$ cat config.mk
export PLATFORM = sky130hd
export DESIGN_NAME = stw_unit
export DESIGN_NICKNAME = d
export VERILOG_FILES = /design/src/rtl/stw_pkg.sv /design/src/rtl/stw_rst_sync.sv /design/src/rtl/stw_word_next.sv /design/src/rtl/stw_recovery_ctr.sv /design/src/rtl/stw_irq_gate.sv /design/src/rtl/stw_unit.sv
export SDC_FILE = /design/constraint.sdc
export NUM_CORES = 1
export LEC_CHECK = 0
export BUFFER_PORTS_ARGS = -buffer_cell sky130_fd_sc_hd__clkbuf_2
export CAP_MARGIN = 20
export CORE_ASPECT_RATIO = 2
export CORE_MARGIN = 3
export CORE_UTILIZATION = 35
export DETAILED_ROUTE_END_ITERATION = 10
export HOLD_SLACK_MARGIN = 0.08
export PLACE_DENSITY = 0.67
export SYNTH_ARGS = -nofsm -noshare
export SYNTH_HDL_FRONTEND = slang
export SYNTH_SLANG_ARGS = --single-unit
export TNS_END_PERCENT = 20
$ cat constraint.sdc
create_clock -name clk -period 2.1 [get_ports clk]
set_input_delay 0.42 -clock clk [delete_from_list [all_inputs] [get_ports clk]]
set_output_delay 0.42 -clock clk [all_outputs]
set_load 0.005 [all_outputs]
$ cat src/rtl/stw_pkg.sv
package stw_pkg;

  // Bit positions inside the status word
  localparam int unsigned POS_EXT_UNMASK = 0;
  localparam int unsigned POS_DATA_XLAT  = 1;
  localparam int unsigned POS_CODE_XLAT  = 2;
  localparam int unsigned POS_PMU_UNMASK = 3;
  localparam int unsigned POS_RC_ENABLE  = 4;
  localparam int unsigned POS_NULLIFY    = 5;
  localparam int unsigned POS_BRK_DIS    = 6;
  localparam int unsigned POS_TAKEN      = 7;
  localparam int unsigned POS_MC_MASK    = 8;
  localparam int unsigned NUM_DEF_BITS   = 9;

  // Retire flags travelling as one bundle
  typedef struct packed {
    logic vld;
    logic taken;
    logic nullnext;
    logic rfi;
  } retire_t;

endpackage

$ cat src/rtl/stw_rst_sync.sv
module stw_rst_sync #(
  parameter int unsigned STAGES = 2
) (
  input  logic clk,
  input  logic rst_n_in,
  output logic rst_n_out
);

  logic [STAGES-1:0] sync_q;

  always_ff @(posedge clk or negedge rst_n_in) begin
    if (!rst_n_in) sync_q <= '0;
    else           sync_q <= {sync_q[STAGES-2:0], 1'b1};
  end

  assign rst_n_out = sync_q[STAGES-1];

endmodule

$ cat src/rtl/stw_word_next.sv
module stw_word_next
  import stw_pkg::*;
#(
  parameter int unsigned WORD_W = 32
) (
  input  logic [WORD_W-1:0] cur,
  input  retire_t           ret,
  input  logic [WORD_W-1:0] ret_word,
  input  logic              irq_vld,
  input  logic              irq_hpmc,
  input  logic              sw_we,
  input  logic [WORD_W-1:0] sw_word,
  output logic [WORD_W-1:0] nxt,
  output logic              exec_step
);

  logic killed;

  assign killed    = cur[POS_NULLIFY];
  assign exec_step = ret.vld & ~irq_vld & ~sw_we & ~killed;

  always_comb begin
    nxt = cur;
    if (sw_we) begin
      nxt = sw_word;
    end else if (irq_vld) begin
      nxt[POS_MC_MASK] = irq_hpmc;
    end else if (ret.vld) begin
      if (!killed && ret.rfi) begin
        nxt          = ret_word;
        nxt[POS_TAKEN] = 1'b0;
      end else begin
        nxt[POS_BRK_DIS] = 1'b0;
        nxt[POS_TAKEN]   = ret.taken & ~killed;
        nxt[POS_NULLIFY] = ret.nullnext & ~killed;
      end
    end
  end

endmodule

$ cat src/rtl/stw_recovery_ctr.sv
module stw_recovery_ctr #(
  parameter int unsigned CNT_W = 32
) (
  input  logic             clk,
  input  logic             rst_n,
  input  logic             enable,
  input  logic             step,
  input  logic             ld_en,
  input  logic [CNT_W-1:0] ld_val,
  output logic [CNT_W-1:0] cnt,
  output logic             trap
);

  logic             cnt_en;
  logic [CNT_W-1:0] cnt_nxt;

  always_comb begin
    cnt_en  = ld_en | (enable & step);
    cnt_nxt = ld_en ? ld_val : (cnt - CNT_W'(1));
  end

  always_ff @(posedge clk or negedge rst_n) begin
    if (!rst_n)      cnt <= '0;
    else if (cnt_en) cnt <= cnt_nxt;
  end

  assign trap = enable & cnt[0];

endmodule

$ cat src/rtl/stw_irq_gate.sv
module stw_irq_gate #(
  parameter int unsigned N_SRC = 2
) (
  input  logic [N_SRC-1:0] pend,
  input  logic [N_SRC-1:0] unmask,
  output logic [N_SRC-1:0] take
);

  for (genvar g = 0; g < N_SRC; g++) begin : g_src
    assign take[g] = pend[g] & unmask[g];
  end

endmodule

$ cat src/rtl/stw_unit.sv
module stw_unit
  import stw_pkg::*;
#(
  parameter int unsigned WORD_W   = 32,
  parameter int unsigned CNT_W    = 32,
  parameter int unsigned RST_SYNC = 2
) (
  input  logic              clk,
  input  logic              rst_n,
  input  logic              ret_vld,
  input  logic              ret_taken,
  input  logic              ret_nullnext,
  input  logic              ret_rfi,
  input  logic [WORD_W-1:0] ret_word,
  input  logic              irq_vld,
  input  logic              irq_hpmc,
  input  logic              sw_we,
  input  logic [WORD_W-1:0] sw_word,
  input  logic              rc_we,
  input  logic [CNT_W-1:0]  rc_wdata,
  input  logic              ext_pend,
  input  logic              pmu_pend,
  output logic [WORD_W-1:0] status_word,
  output logic              nullify_cur,
  output logic [CNT_W-1:0]  rc_value,
  output logic              rc_trap,
  output logic              ext_take,
  output logic              pmu_take
);

  localparam int unsigned N_IRQ = 2;

  logic              rst_sync_n;
  retire_t           ret_bus;
  logic [WORD_W-1:0] word_q;
  logic [WORD_W-1:0] word_nxt;
  logic              word_en;
  logic              exec_step;
  logic [N_IRQ-1:0]  irq_take;

  stw_rst_sync #(.STAGES(RST_SYNC)) u_rst_sync (
    .clk       (clk),
    .rst_n_in  (rst_n),
    .rst_n_out (rst_sync_n)
  );

  assign ret_bus = '{vld: ret_vld, taken: ret_taken, nullnext: ret_nullnext, rfi: ret_rfi};

  stw_word_next #(.WORD_W(WORD_W)) u_word_next (
    .cur       (word_q),
    .ret       (ret_bus),
    .ret_word  (ret_word),
    .irq_vld   (irq_vld),
    .irq_hpmc  (irq_hpmc),
    .sw_we     (sw_we),
    .sw_word   (sw_word),
    .nxt       (word_nxt),
    .exec_step (exec_step)
  );

  assign word_en = sw_we | irq_vld | ret_vld;

  always_ff @(posedge clk or negedge rst_sync_n) begin
    if (!rst_sync_n)  word_q <= '0;
    else if (word_en) word_q <= word_nxt;
  end

  stw_recovery_ctr #(.CNT_W(CNT_W)) u_rc (
    .clk    (clk),
    .rst_n  (rst_sync_n),
    .enable (word_q[POS_RC_ENABLE]),
    .step   (exec_step),
    .ld_en  (rc_we),
    .ld_val (rc_wdata),
    .cnt    (rc_value),
    .trap   (rc_trap)
  );

  stw_irq_gate #(.N_SRC(N_IRQ)) u_gate (
    .pend   ({pmu_pend, ext_pend}),
    .unmask ({word_q[POS_PMU_UNMASK], word_q[POS_EXT_UNMASK]}),
    .take   (irq_take)
  );

  assign ext_take    = irq_take[0];
  assign pmu_take    = irq_take[1];
  assign status_word = word_q;
  assign nullify_cur = word_q[POS_NULLIFY];

endmodule

; ---- Word-level counts from Yosys, hierarchy flattened
; Cells that the tools add are included.
[word_totals]
word_cells = 40
ff_bits = 66
input_bits = 108
output_inout_bits = 68
[op_classes]
n_addsub = 1
eq_ne = 1
n_mux = 9
n_reduce_logical = 9
bitwise = 15
[ops]
columns = operator, n
row1 = $mux 32, 3
row2 = $sub 32x1->32 const B, 1
row3 = $mux 24, 1
row4 = $mux 23, 1
row5 = $and 1x1->1, 9
row6 = $mux 8, 1
row7 = $reduce_and 3->1, 2
row8 = $reduce_bool 3->1, 2
row9 = $mux 5, 1
row10 = $reduce_and 4->1, 1
row11 = $reduce_bool 2->1, 2
row12 = $mux 3, 1
row13 = $not 1->1, 3
row14 = $or 1x1->1, 3
row15 = $ne 2x1->1 const B, 1
row16 = $logic_and 1x1->1, 1
row17 = $logic_not 1->1, 1
row18 = $mux 1, 1

; ---- Depth between registers and ports, before layout
[depth]
ltp_word = 6
mapped_depth = 8
mapped_depth_nobuf = 7

; ---- By module
; From an unflattened synthesis, not the netlist that was laid out.
[hier_totals]
cells_unflattened = 395
hier_area_um2 = 3908.7
[by_module_without_submodules]
columns = module, area_per_inst_um2, n_inst, seq_area_each_um2, cells_per_inst
row1 = stw_recovery_ctr, 1876.8, 1, 800.8, 206
row2 = stw_unit, 1218.7, 1, 800.8, 69
row3 = stw_word_next, 747.0, 1, 0.0, 115
row4 = stw_rst_sync, 53.8, 1, 50.0, 3
row5 = stw_irq_gate, 12.5, 1, 0.0, 2

; ---- Worst setup path before layout
; OpenSTA, ideal clock, no wires.
[synth_timing]
path_kind = register to register
start = register u_rc.cnt[10]
end = register u_rc.cnt[20]
stages_incl_launch_ff = 7
setup_slack_ns = -0.198
setup_ns = 0.125
arrival_time_ns = 2.174
path_buffers = 1
synth_period_minus_slack_ns = 2.298
required_time_ns = 1.975
path_cell_list = dfrtp_1 -> or4_4 -> or4_4 -> buf_6 -> nor4_1 -> xor2_1 -> mux2_2
[synth_via]
elab_chain_len = 2
[synth_lines]
columns = item, line_no
row1 = "start, declared", stw_recovery_ctr.sv:10  ; output logic [CNT_W-1:0] cnt,
row2 = "start signal, assigned", stw_recovery_ctr.sv:24  ; else if (cnt_en) cnt <= cnt_nxt;
row3 = $sub 32x1->32, stw_recovery_ctr.sv:19  ; cnt_nxt = ld_en ? ld_val : (cnt - CNT_W'(1));
row4 = $mux 32, stw_recovery_ctr.sv:19
; No other way between the ends.
; A chain may end at the register's enable or synchronous reset.

; ---- Worst setup path in the final report
[layout_timing]
start = register u_rc.cnt[11]
end = register u_rc.cnt[23]
; The elaborated chain is that of the path after synthesis.

==> results by group <==
Global route
  – Largest net degree at the start of global routing: 57
  – Initial antenna violation count: 0
  – Grt total ovfl: 0
  – Total track usage: 19.5%
  – Number of global-route vias before repair: 3578
  – First-pass GRT wire length: 17400 microns

Routing
  – ANT nets after route: 0
  – DRT Pass-1 Iters: 4
  – Avg WL per Cell: 15.0 microns
  – Detailed-route via count: 3322
  – DRC: 0
  – Initial drt markers: 146
  – DRT Wirelength: 10500 microns
  – Vias per std cell: 4.77

Critical path
  – Worst r2r src: u_rc.cnt[11]$_DFFE_PN0P_
  – Max incr delay on CP: 0.55 ns
  – Crit-path cells: or4_4, or4_4, nor4_4, xor2_1, mux2_4
  – Critical R2R Capture: u_rc.cnt[23]$_DFFE_PN0P_
  – CP Class: reg2reg
  – Critical Path End: u_rc.cnt[23]$_DFFE_PN0P_
  – R2R depth: 5
  – Worst Path Buf+Inv: 0
  – Required @ worst endpoint: 2.31 ns
  – WP depth: 5
  – Worst Path Max Fanout: 11
  – Worst Setup End Kind: flip-flop
  – Most common cell on crit path: or4_4
  – Crit. Startpoint: u_rc.cnt[11]$_DFFE_PN0P_
  – Worst path slowest cell: or4_4
  – Startpoint Class: flip-flop
  – R2r setup slk: -0.16 ns
  – WP data arrival: 2.46 ns
  – CP delay by family, top: simple AND/OR/NAND/NOR gates

CTS
  – Clock buffer depth: 2
  – Clock-pin slew on the worst setup and hold paths: 0.06 ns
  – Root buffer cell: clkbuf_16
  – Skew-Pair Late Insertion Delay: 0.33 ns
  – CTS Buf Count: 9
  – H-Tree Depth: 3
  – CTS tree: built
  – Clk sink count: 66

Yosys
  – EDFF count, synth: 0
  – Warnings, synthesis: 0
  – Synth cell types: 37
  – Yosys reg bits: 66
  – Yosys top cell area share: 47.5%
  – Syn Inst Count: 358
  – Fraction of registers with async set/reset: 100%
  – Post-Syn Area per Cell: 9.71 sq um
  – Synth area leaders: dfrtp_1, mux2i_1, o21ai_0, nand2_1, xnor2_1
  – Seq/Total Area, Yosys: 47.5%
  – Syn Nets: 467
  – Synth area leader: dfrtp_1
  – Synth Cell Area: 3480 sq um
  – Synth Flop Type: dfrtp_1

STA
  – Fin crit period: 2.26 ns
  – Hold Vio Cnt, Final: 0
  – Clk_skew: 0.00570 ns
  – Final setup margin: -0.156 ns
  – Total negative slack: -1.25 ns
  – Endpoints failing setup: 14
  – Final period util: 107%
  – RSZ-0062 raised after global routing: yes
  – Max-Slew Margin vs Limit: 36.4%
  – Max Clk Rate: 443 MHz
  – Final Slew Violations: 0
  – Worst slew pin tran: 0.952 ns
  – Hold_ws: 0.152 ns

Outcome
  – Failing checks: setup timing
  – Outcome: finished with violations

Place
  – Hpwl dp: 8490 microns
  – Inst Count DP: 680
  – PortBufs: 174
  – GP Congestion: 0.838
  – DP Area: 4760 sq um

Power
  – Cell Pwr Density: 755 nW/um^2
  – Worst vdd ir: 0.408 mV
  – Leakage power: 2.54 nW

Finish
  – Fill cells: 943
  – N_diodes: 0
  – Final core occ: 54.1%
  – Most common cell after layout, fill and taps aside: clkbuf_2
  – Commonest cells after routing, fill and taps aside: clkbuf_2, dfrtp_1, nand2_1, o21ai_0, buf_4
  – Final Instance Area: 5140 sq um
  – Layout cells sized above 1: 44.4%
  – Area delta synth->final: 47.9%
  – # nets final: 671
  – Multi-input gate area: 1780 sq um
  – FF+latch area: 1650 sq um
  – Finished Layout Cells: 697

Floorplanning
  – IO Count: 176
  – Width of the die: 76.5 microns
  – Die Span Y: 147 microns
  – Core Box Area: 9510 sq um
  – Die area: 11200 sq um
  – Starting Density: 36.6%
  – Core Rows: 50

Job
  – MaxCap Viol Count: 0

Hold path
  – Worst min-delay path class: reg2async
==> cells in the mapped netlist (all sizes together), types with 2 or more instances <==
cell    number
clkbuf      17
nor2         9
and2         3
inv          5
dfrtp       66
or3          7
mux2         4
buf          6
mux2i       30
xor2        10
a211oi       2
nor4b        3
nand4        5
nor4        14
xnor2       21
nand4b       3
o21ai       59
nand2       62
nor3b        4
a21oi        3
nor3        11
or4          6
==> what timing repair did <==
action	4_1_cts	5_1_grt
endpoints found under the hold margin	2	0
endpoints found under the setup margin	15	16
resized for setup	4	2
pin swaps	2	2
setup buffers	0	0
hold buffers	1	0
==> metal layers <==
metal | vias up | track usage, % | part of all wire [%]
met1 | 1514 | 20.1 | 36
met4 | 0 | 6.99 | 1.9
met3 | 17 | 5.52 | 6.6
met5 | - | 0 | 0
met2 | 137 | 36.9 | 55
li1 | 1654 | - | -
==> area by class of cell <==
cell class              instances  share of cell area [%]
well taps                     130                    3.16
clock inverters                 4                    1.41
multi-input cells             264                    34.5
flip-flops and latches         66                    32.1
inverters                       5                   0.365
clock buffers                  12                    5.18
repair buffers                216                    23.2
==> sequential cells by signal, summed over array words and instances, names as in the netlist <==
signal             cells
u_rc.cnt              32
status_word           32
u_rst_sync.sync_q      2
==> power breakdown <==
group / internal (mW) / leakage (nW) / total, mW / switching, mW
registers: 1.40 / 0.797 / 1.51 / 0.113
logic: 0.351 / 1.58 / 0.681 / 0.330
clock network: 1.13 / 0.165 / 1.69 / 0.553
==> stage by stage <==
step	power, mW	setup slack, ns
5_1_grt	4.08	-0.229
6_report	3.88	-0.156
3_3_place_gp	2.20	-0.228
4_1_cts	3.93	-0.163
3_5_place_dp	2.22	-0.261
2_1_floorplan	1.83	-0.136
==> cells by family after synthesis <==
family	Yosys count	synth area share, %
DFF	66	47.5
AOI/OAI and AO/OA	65	9.57
and+or+nand+nor	132	20.9
adders and majority gates	1	0.360
buffers and inverters	28	3.78
muxes	34	9.94
other	1	0.108
xor gates and xnor gates	31	7.81
==> worst min path at each step <==
stage / from / to / slack, ns / cells past startpoint
detailed placement: u_rst_sync.sync_q[1]$_DFF_PN0_ / status_word[26]$_DFFE_PN0P_ / 0.16 / 0
floorplan: rst_n / u_rst_sync.sync_q[0]$_DFF_PN0_ / 0.12 / 0
global route: u_rst_sync.sync_q[1]$_DFF_PN0_ / status_word[7]$_DFFE_PN0P_ / 0.18 / 0
global placement: u_rst_sync.sync_q[1]$_DFF_PN0_ / status_word[5]$_DFFE_PN0P_ / 0.14 / 0
CTS: u_rst_sync.sync_q[1]$_DFF_PN0_ / status_word[8]$_DFFE_PN0P_ / 0.16 / 0
finish: u_rst_sync.sync_q[1]$_DFF_PN0_ / status_word[26]$_DFFE_PN0P_ / 0.15 / 0
Power figures use the tool's default switching activity.
